===== src/rtl/ldw_pkg.sv =====
package ldw_pkg;
  typedef enum logic [1:0] {
    FLT_NONE   = 2'd0,
    FLT_TRANS  = 2'd1,
    FLT_ACCESS = 2'd2,
    FLT_ADDR   = 2'd3
  } fault_e;

  typedef enum logic [1:0] {
    DK_FAULT = 2'd0,
    DK_TABLE = 2'd1,
    DK_LEAF  = 2'd2
  } dkind_e;

  typedef enum logic [1:0] {
    ST_IDLE = 2'd0,
    ST_REQ  = 2'd1,
    ST_WAIT = 2'd2
  } walk_st_e;

  // restrictions gathered from table descriptors
  typedef struct packed {
    logic ns;
    logic ro;
    logic no_user;
    logic xn;
    logic pxn;
  } hier_t;
endpackage


===== src/rtl/ldw_index.sv =====
module ldw_index #(
  parameter int VA_W   = 48,
  parameter int GRAIN  = 12,
  parameter int LEVELS = 4,
  localparam int STRIDE = GRAIN - 3,
  localparam int LVL_W  = $clog2(LEVELS)
) (
  input  logic [VA_W-1:0]   va_i,
  input  logic [LVL_W-1:0]  lvl_i,
  output logic [STRIDE-1:0] idx_o
);
  logic [STRIDE-1:0] slice [LEVELS];

  for (genvar g = 0; g < LEVELS; g++) begin : g_slice
    localparam int LSB = GRAIN + STRIDE * (LEVELS - 1 - g);
    assign slice[g] = va_i[LSB +: STRIDE];
  end

  assign idx_o = slice[lvl_i];
endmodule


===== src/rtl/ldw_classify.sv =====
module ldw_classify
  import ldw_pkg::*;
#(
  parameter int LEVELS      = 4,
  parameter int MIN_BLK_LVL = 1,
  localparam int LVL_W      = $clog2(LEVELS)
) (
  input  logic [1:0]       typ_i,
  input  logic [LVL_W-1:0] lvl_i,
  output dkind_e           kind_o
);
  logic last_lvl, blk_ok;

  assign last_lvl = (lvl_i == LVL_W'(LEVELS - 1));
  assign blk_ok   = (lvl_i >= LVL_W'(MIN_BLK_LVL)) && !last_lvl;

  always_comb begin
    if (!typ_i[0])     kind_o = DK_FAULT;
    else if (typ_i[1]) kind_o = last_lvl ? DK_LEAF : DK_TABLE;
    else               kind_o = blk_ok ? DK_LEAF : DK_FAULT;
  end
endmodule


===== src/rtl/ldw_leaf.sv =====
module ldw_leaf
  import ldw_pkg::*;
#(
  parameter int PA_W   = 48,
  parameter int VA_W   = 48,
  parameter int GRAIN  = 12,
  parameter int LEVELS = 4,
  localparam int STRIDE = GRAIN - 3,
  localparam int LVL_W  = $clog2(LEVELS),
  localparam int SH_W   = $clog2(PA_W),
  localparam int PAB_W  = $clog2(PA_W + 1)
) (
  input  logic [63:0]      desc_i,
  input  logic [VA_W-1:0]  va_i,
  input  logic [LVL_W-1:0] lvl_i,
  input  hier_t            hier_i,
  input  logic [PAB_W-1:0] pa_bits_i,
  output logic [PA_W-1:0]  pa_o,
  output logic [SH_W-1:0]  shift_o,
  output logic             xn_o,
  output logic             pxn_o,
  output logic             ns_o,
  output logic [1:0]       ap_o,
  output fault_e           fault_o
);
  logic [SH_W-1:0] sh_tab [LEVELS];
  logic [PA_W-1:0] hi_mask;
  logic            too_big;
  logic            unused_bits;

  for (genvar g = 0; g < LEVELS; g++) begin : g_shift
    assign sh_tab[g] = SH_W'(GRAIN + STRIDE * (LEVELS - 1 - g));
  end

  assign shift_o = sh_tab[lvl_i];
  assign hi_mask = {PA_W{1'b1}} << shift_o;
  assign pa_o    = (desc_i[PA_W-1:0] & hi_mask) | (va_i[PA_W-1:0] & ~hi_mask);
  assign too_big = (pa_o >> pa_bits_i) != '0;

  assign xn_o  = desc_i[54] | hier_i.xn;
  assign pxn_o = desc_i[53] | hier_i.pxn;
  assign ns_o  = desc_i[5]  | hier_i.ns;
  assign ap_o  = {desc_i[7] | hier_i.ro, desc_i[6] & ~hier_i.no_user};

  always_comb begin
    if (too_big)         fault_o = FLT_ADDR;
    else if (!desc_i[10]) fault_o = FLT_ACCESS;
    else                 fault_o = FLT_NONE;
  end

  assign unused_bits = ^{desc_i[63:55], desc_i[52:PA_W], desc_i[11], desc_i[9:8], desc_i[4:0],
                         va_i[VA_W-1:PA_W-1]};
endmodule


===== src/rtl/ldw_walker.sv =====
module ldw_walker
  import ldw_pkg::*;
#(
  parameter int VA_W        = 48,
  parameter int PA_W        = 48,
  parameter int GRAIN       = 12,
  parameter int LEVELS      = 4,
  parameter int MIN_BLK_LVL = 1,
  localparam int STRIDE = GRAIN - 3,
  localparam int LVL_W  = $clog2(LEVELS),
  localparam int SH_W   = $clog2(PA_W),
  localparam int PAB_W  = $clog2(PA_W + 1)
) (
  input  logic             clk_i,
  input  logic             rst_ni,
  input  logic             req_valid_i,
  output logic             req_ready_o,
  input  logic [VA_W-1:0]  req_va_i,
  input  logic [LVL_W-1:0] req_level_i,
  input  logic [PA_W-1:0]  req_base_i,
  input  logic [PAB_W-1:0] pa_bits_i,
  output logic             mem_req_valid_o,
  input  logic             mem_req_ready_i,
  output logic [PA_W-1:0]  mem_req_addr_o,
  input  logic             mem_rsp_valid_i,
  input  logic [63:0]      mem_rsp_data_i,
  output logic             done_o,
  output logic [PA_W-1:0]  pa_o,
  output logic [SH_W-1:0]  page_shift_o,
  output logic             xn_o,
  output logic             pxn_o,
  output logic             ns_o,
  output logic [1:0]       ap_o,
  output logic             ng_o,
  output logic [1:0]       sh_o,
  output logic [2:0]       attr_idx_o,
  output logic             contig_o,
  output logic [1:0]       fault_o,
  output logic [LVL_W-1:0] end_level_o
);
  walk_st_e          st_q;
  logic [VA_W-1:0]   va_q;
  logic [LVL_W-1:0]  lvl_q;
  logic [PA_W-1:0]   addr_q;
  logic [PAB_W-1:0]  pab_q;
  hier_t             hier_q;

  logic              idle, accept, take_rsp;
  logic [VA_W-1:0]   idx_va;
  logic [LVL_W-1:0]  idx_lvl;
  logic [STRIDE-1:0] idx;
  logic [PA_W-1:0]   tbase, next_addr;
  dkind_e            kind;

  logic [PA_W-1:0]   lf_pa;
  logic [SH_W-1:0]   lf_shift;
  logic              lf_xn, lf_pxn, lf_ns;
  logic [1:0]        lf_ap;
  fault_e            lf_fault;
  logic              unused_bits;

  assign idle     = (st_q == ST_IDLE);
  assign accept   = idle && req_valid_i;
  assign take_rsp = (st_q == ST_WAIT) && mem_rsp_valid_i;

  // index source: new request when idle, next level while walking
  assign idx_va  = idle ? req_va_i : va_q;
  assign idx_lvl = idle ? req_level_i : lvl_q + LVL_W'(1);
  assign tbase   = idle ? req_base_i : mem_rsp_data_i[PA_W-1:0];
  assign next_addr = {tbase[PA_W-1:GRAIN], idx, 3'b000};

  ldw_index #(.VA_W(VA_W), .GRAIN(GRAIN), .LEVELS(LEVELS)) u_index (
    .va_i  (idx_va),
    .lvl_i (idx_lvl),
    .idx_o (idx)
  );

  ldw_classify #(.LEVELS(LEVELS), .MIN_BLK_LVL(MIN_BLK_LVL)) u_classify (
    .typ_i  (mem_rsp_data_i[1:0]),
    .lvl_i  (lvl_q),
    .kind_o (kind)
  );

  ldw_leaf #(.PA_W(PA_W), .VA_W(VA_W), .GRAIN(GRAIN), .LEVELS(LEVELS)) u_leaf (
    .desc_i    (mem_rsp_data_i),
    .va_i      (va_q),
    .lvl_i     (lvl_q),
    .hier_i    (hier_q),
    .pa_bits_i (pab_q),
    .pa_o      (lf_pa),
    .shift_o   (lf_shift),
    .xn_o      (lf_xn),
    .pxn_o     (lf_pxn),
    .ns_o      (lf_ns),
    .ap_o      (lf_ap),
    .fault_o   (lf_fault)
  );

  // walk control
  always_ff @(posedge clk_i or negedge rst_ni) begin
    if (!rst_ni) begin
      st_q   <= ST_IDLE;
      va_q   <= '0;
      lvl_q  <= '0;
      addr_q <= '0;
      pab_q  <= '0;
      hier_q <= '0;
    end else begin
      unique case (st_q)
        ST_IDLE: if (accept) begin
          st_q   <= ST_REQ;
          va_q   <= req_va_i;
          lvl_q  <= req_level_i;
          addr_q <= next_addr;
          pab_q  <= pa_bits_i;
          hier_q <= '0;
        end
        ST_REQ: if (mem_req_ready_i) st_q <= ST_WAIT;
        ST_WAIT: if (mem_rsp_valid_i) begin
          if (kind == DK_TABLE) begin
            st_q           <= ST_REQ;
            lvl_q          <= lvl_q + LVL_W'(1);
            addr_q         <= next_addr;
            hier_q.ns      <= hier_q.ns      | mem_rsp_data_i[63];
            hier_q.ro      <= hier_q.ro      | mem_rsp_data_i[62];
            hier_q.no_user <= hier_q.no_user | mem_rsp_data_i[61];
            hier_q.xn      <= hier_q.xn      | mem_rsp_data_i[60];
            hier_q.pxn     <= hier_q.pxn     | mem_rsp_data_i[59];
          end else begin
            st_q <= ST_IDLE;
          end
        end
        default: st_q <= ST_IDLE;
      endcase
    end
  end

  // result registers
  always_ff @(posedge clk_i or negedge rst_ni) begin
    if (!rst_ni) begin
      done_o       <= 1'b0;
      pa_o         <= '0;
      page_shift_o <= '0;
      xn_o         <= 1'b0;
      pxn_o        <= 1'b0;
      ns_o         <= 1'b0;
      ap_o         <= '0;
      ng_o         <= 1'b0;
      sh_o         <= '0;
      attr_idx_o   <= '0;
      contig_o     <= 1'b0;
      fault_o      <= '0;
      end_level_o  <= '0;
    end else begin
      done_o <= take_rsp && (kind != DK_TABLE);
      if (take_rsp && kind != DK_TABLE) begin
        end_level_o <= lvl_q;
        if (kind == DK_LEAF && lf_fault == FLT_NONE) begin
          pa_o         <= lf_pa;
          page_shift_o <= lf_shift;
          xn_o         <= lf_xn;
          pxn_o        <= lf_pxn;
          ns_o         <= lf_ns;
          ap_o         <= lf_ap;
          ng_o         <= mem_rsp_data_i[11];
          sh_o         <= mem_rsp_data_i[9:8];
          attr_idx_o   <= mem_rsp_data_i[4:2];
          contig_o     <= mem_rsp_data_i[52];
          fault_o      <= FLT_NONE;
        end else begin
          pa_o         <= '0;
          page_shift_o <= '0;
          xn_o         <= 1'b0;
          pxn_o        <= 1'b0;
          ns_o         <= 1'b0;
          ap_o         <= '0;
          ng_o         <= 1'b0;
          sh_o         <= '0;
          attr_idx_o   <= '0;
          contig_o     <= 1'b0;
          fault_o      <= (kind == DK_FAULT) ? FLT_TRANS : lf_fault;
        end
      end
    end
  end

  assign req_ready_o     = idle;
  assign mem_req_valid_o = (st_q == ST_REQ);
  assign mem_req_addr_o  = addr_q;
  assign unused_bits     = ^{mem_rsp_data_i[58:55], mem_rsp_data_i[51:PA_W], tbase[GRAIN-1:0]};
endmodule


===== config.mk =====
export PLATFORM = sky130hd
export DESIGN_NAME = ldw_walker
export DESIGN_NICKNAME = d
export VERILOG_FILES = /design/src/rtl/ldw_pkg.sv /design/src/rtl/ldw_index.sv /design/src/rtl/ldw_classify.sv /design/src/rtl/ldw_leaf.sv /design/src/rtl/ldw_walker.sv
export SDC_FILE = /design/constraint.sdc
export NUM_CORES = 1
export LEC_CHECK = 0
export CAP_MARGIN = 20
export CORE_MARGIN = 2
export CORE_UTILIZATION = 51
export CTS_CLUSTER_DIAMETER = 200
export DETAILED_ROUTE_END_ITERATION = 10
export PLACE_DENSITY_LB_ADDON = 0.05
export SYNTH_ARGS = -nofsm -noshare
export SYNTH_HDL_FRONTEND = slang
export SYNTH_SLANG_ARGS = --single-unit

===== constraint.sdc =====
create_clock -name clk_i -period 8.25 [get_ports clk_i]
set_input_delay 1.65 -clock clk_i [delete_from_list [all_inputs] [get_ports clk_i]]
set_output_delay 1.65 -clock clk_i [all_outputs]
set_load 0.02 [all_outputs]

==> results.sh <==
export IMPL_status="completed"
export IMPL_critPathMaxFanout=42
export IMPL_drv_cap=0
export IMPL_pre_cts_ws_ns=2.97
export IMPL_die_h_um=139
export IMPL_fin_crit_ns=5.17
export IMPL_rows=49
export IMPL_n_antenna_cell=0
export IMPL_r2r_start="lvl_q[0]"
export IMPL_rsz0062_at_grt="false"
export IMPL_die_area_um2=19400
export IMPL_crit_arrival_ns=5.53
export IMPL_track_usage=0.291
export IMPL_r2r_end="ap_o[0]"
export IMPL_viasPerCell=5.89
export IMPL_drtPass1Iterations=6
export IMPL_setup_viol=0
export IMPL_min_from="page_shift_o[2]"
export IMPL_clk_pin_slew_worst_paths_ns=0.07
export IMPL_initial_utilization=0.520
export IMPL_power_per_cell_area_nw_per_um2=351
export IMPL_combPwrFrac=0.509
export IMPL_clock_sinks=179
export IMPL_r2r_slack_ns=3.08
export IMPL_post_cts_setup_buffers=0
export IMPL_total_power_mw=4.46
export IMPL_skew_ns=0.00987
export IMPL_synth_area_leader_cell="dfrtp_1"
export IMPL_cts_resized=0
export IMPL_synth_area_um2=9340
export IMPL_stdcell_count=1378
export IMPL_synth_common_cells="dfrtp_1, mux2i_1, a21oi_1"
export IMPL_worst_slack_ns=3.08
export IMPL_drive_gt1_frac=0.111
export IMPL_dp_cells=1346
export IMPL_place_port_buffers=270
export IMPL_yosys_top_cells_area="dfrtp_1, mux2i_1, mux2_2"
export IMPL_hold_buffers=0
export IMPL_synth_edff_count=0
export IMPL_worstRegToRegCells=11
export IMPL_cp_end_kind="flip-flop"
export IMPL_synth_cell_types=67
export IMPL_htree_levels=4
export IMPL_clockBufferDepth=2
export IMPL_crit_type="flip-flop to flip-flop"
export IMPL_io_pins=294
export IMPL_dr_total_vias=8122
export IMPL_cts_tree="yes"
export IMPL_hold_path_class="flip-flop to flip-flop"
export IMPL_gp_congestion=0.914
export IMPL_wl_per_cell_um=20.6
export IMPL_wl_um=28400
export IMPL_grt_ovfl_total=0
export IMPL_hold_path_end="page_shift_o[2]"
export IMPL_clkPwrFrac=0.174
export IMPL_drtIter0Drc=430
export IMPL_yosysTopAreaCellShare=0.479
export IMPL_final_antenna_net_count=0
export IMPL_async_flop_share=1.00
export IMPL_die_x_um=139
export IMPL_syn_to_final_growth_pct=36.1
export IMPL_leakagePower_nw=5.32
export IMPL_seqPwrFrac=0.317
export IMPL_yosysMostFrequentCell="dfrtp_1"
export IMPL_switchingPower_mw=1.88
export IMPL_grt_max_degree=119
export IMPL_drc=0
export IMPL_avgSynthCellArea_um2=10.3
export IMPL_cts_buffers=17
export IMPL_power_internal_mw=2.58
export IMPL_worst_slew_pin_slew_ns=1.09
export IMPL_critPathLaunchType="flip-flop"
export IMPL_finalSetupTns_ns=0
export IMPL_clk_latency_ns=0.43
export IMPL_root_buffer="clkbuf_16"
export IMPL_worst_endpoint_required_ns=8.61
export IMPL_core_um2=18000
export IMPL_netSwitchingFraction=0.422
export IMPL_final_max_slew_violation_count=0
export IMPL_synth_seq_cells=179
export IMPL_synthCells=904
export IMPL_min_period_over_period=0.626
export IMPL_fmax_mhz=194
export IMPL_fin_nets=1315
export IMPL_yosys_warnings=0
export IMPL_hold_path_depth=2
export IMPL_finish_utilization=0.708
export IMPL_grt_pass1_vias=8046
export IMPL_dp_final_hpwl_um=20100
export IMPL_maxSlewHeadroom=0.276
export IMPL_antenna_found_initial=0
export IMPL_synth_main_ff_cell="dfrtp_1"
export IMPL_yosysSeqAreaShare=0.479
export IMPL_startpoint="lvl_q[0]"
export IMPL_max_vdd_ir_drop_uv=273
export IMPL_hold_viol_final=0
export IMPL_grt_pass1_wl_um=44700
-- worst max-delay path: stages, from the launching register on --
cell and delay (ns):
dfrtp_1 0.32, buf_4 0.39, inv_1 0.29, ha_1 0.27, nor2_1 0.74, mux4_2 0.61, a211oi_1 0.37, nand3_1 0.12
a2111o_1 0.48, nor4_2 0.41, a21o_1 0.80, a32o_1 0.26
-- cell usage in the layout, fill, tap and decap left out, types with 4 or more instances in the layout --
master             n
clkbuf_16         17
nor2b_1           20
a22o_1            22
mux2_2            59
nor2_1            74
mux4_2             7
inv_6              5
a211oi_1          36
clkdlybuf4s50_1  269
nand3_1            7
a21oi_1           83
o21a_1             5
inv_1             14
buf_4             12
dfrtp_1          179
o21ai_0           16
nor3_1             8
o21ai_1           45
and3_1             4
nand2_1           71
o221ai_1           4
nand2b_1           4
mux2i_1           88
a31oi_1            4
ha_1               6
-- power groups by stage --
stage          combinational, mW  clock (mW)  sequential (mW)
2_1_floorplan               1.36           0             1.50
3_3_place_gp                2.21           0             1.41
3_5_place_dp                2.24           0             1.42
4_1_cts                     2.26       0.785             1.41
5_1_grt                     2.45       0.819             1.45
6_report                    2.27       0.777             1.42
-- cell families (layout without fill, tap and decap cells) --
group | Yosys count | after routing | synth area share
compound gates | 256 | 256 | 0.177
other cells | 1 | 3 | 0.000401
buf+inv | 89 | 332 | 0.0398
mux | 157 | 157 | 0.186
flops | 179 | 179 | 0.479
simple gates | 216 | 216 | 0.109
fa+ha+maj | 6 | 6 | 0.00804
-- sequential cells by signal (all words and copies together), names as in the netlist, 2 cells and up --
name            flops
ap_o                2
attr_idx_o          3
end_level_o         2
fault_o             2
hier_q              5
lvl_q               2
mem_req_addr_o     45
pa_o               48
pab_q               6
page_shift_o        6
sh_o                2
st_q                2
va_q               48
-- stage by stage --
step / hold slack (ns) / instance area [um2]
after global placement: 0.460 / 12200
after floorplan: 0.462 / 9350
after detailed placement: 0.463 / 12200
final: 0.475 / 12700
after global routing: 0.505 / 12700
after CTS: 0.481 / 12700
-- layer usage --
layer  up-vias  track usage  routed length (um)
met5         -            0                   0
met4         0       0.0888                 620
met1      4031        0.405               12300
li1       3764            -                   -
met3        40       0.0485                1640
met2       287        0.472               13800
-- worst max path at each step --
stage / to / slack (ns) / cells past startpoint
floorplan: pa_o[13] / 4.37 / 9
global placement: ap_o[0] / 3.01 / 11
detailed placement: ap_o[0] / 2.97 / 11
CTS: ap_o[0] / 3.20 / 11
global route: page_shift_o[5] / 2.82 / 11
finish: ap_o[0] / 3.08 / 11
-- area by class of cell --
cell class / count / area [um2]
sequential: 179 / 4480
inverter: 18 / 67.6
clock buffer: 18 / 439
clock inverter: 14 / 116
timing repair buffer: 282 / 2800
multi-input combinational: 638 / 4530
fill: 1438 / 5250
tap: 229 / 287
(Power assumes the default switching activity.)
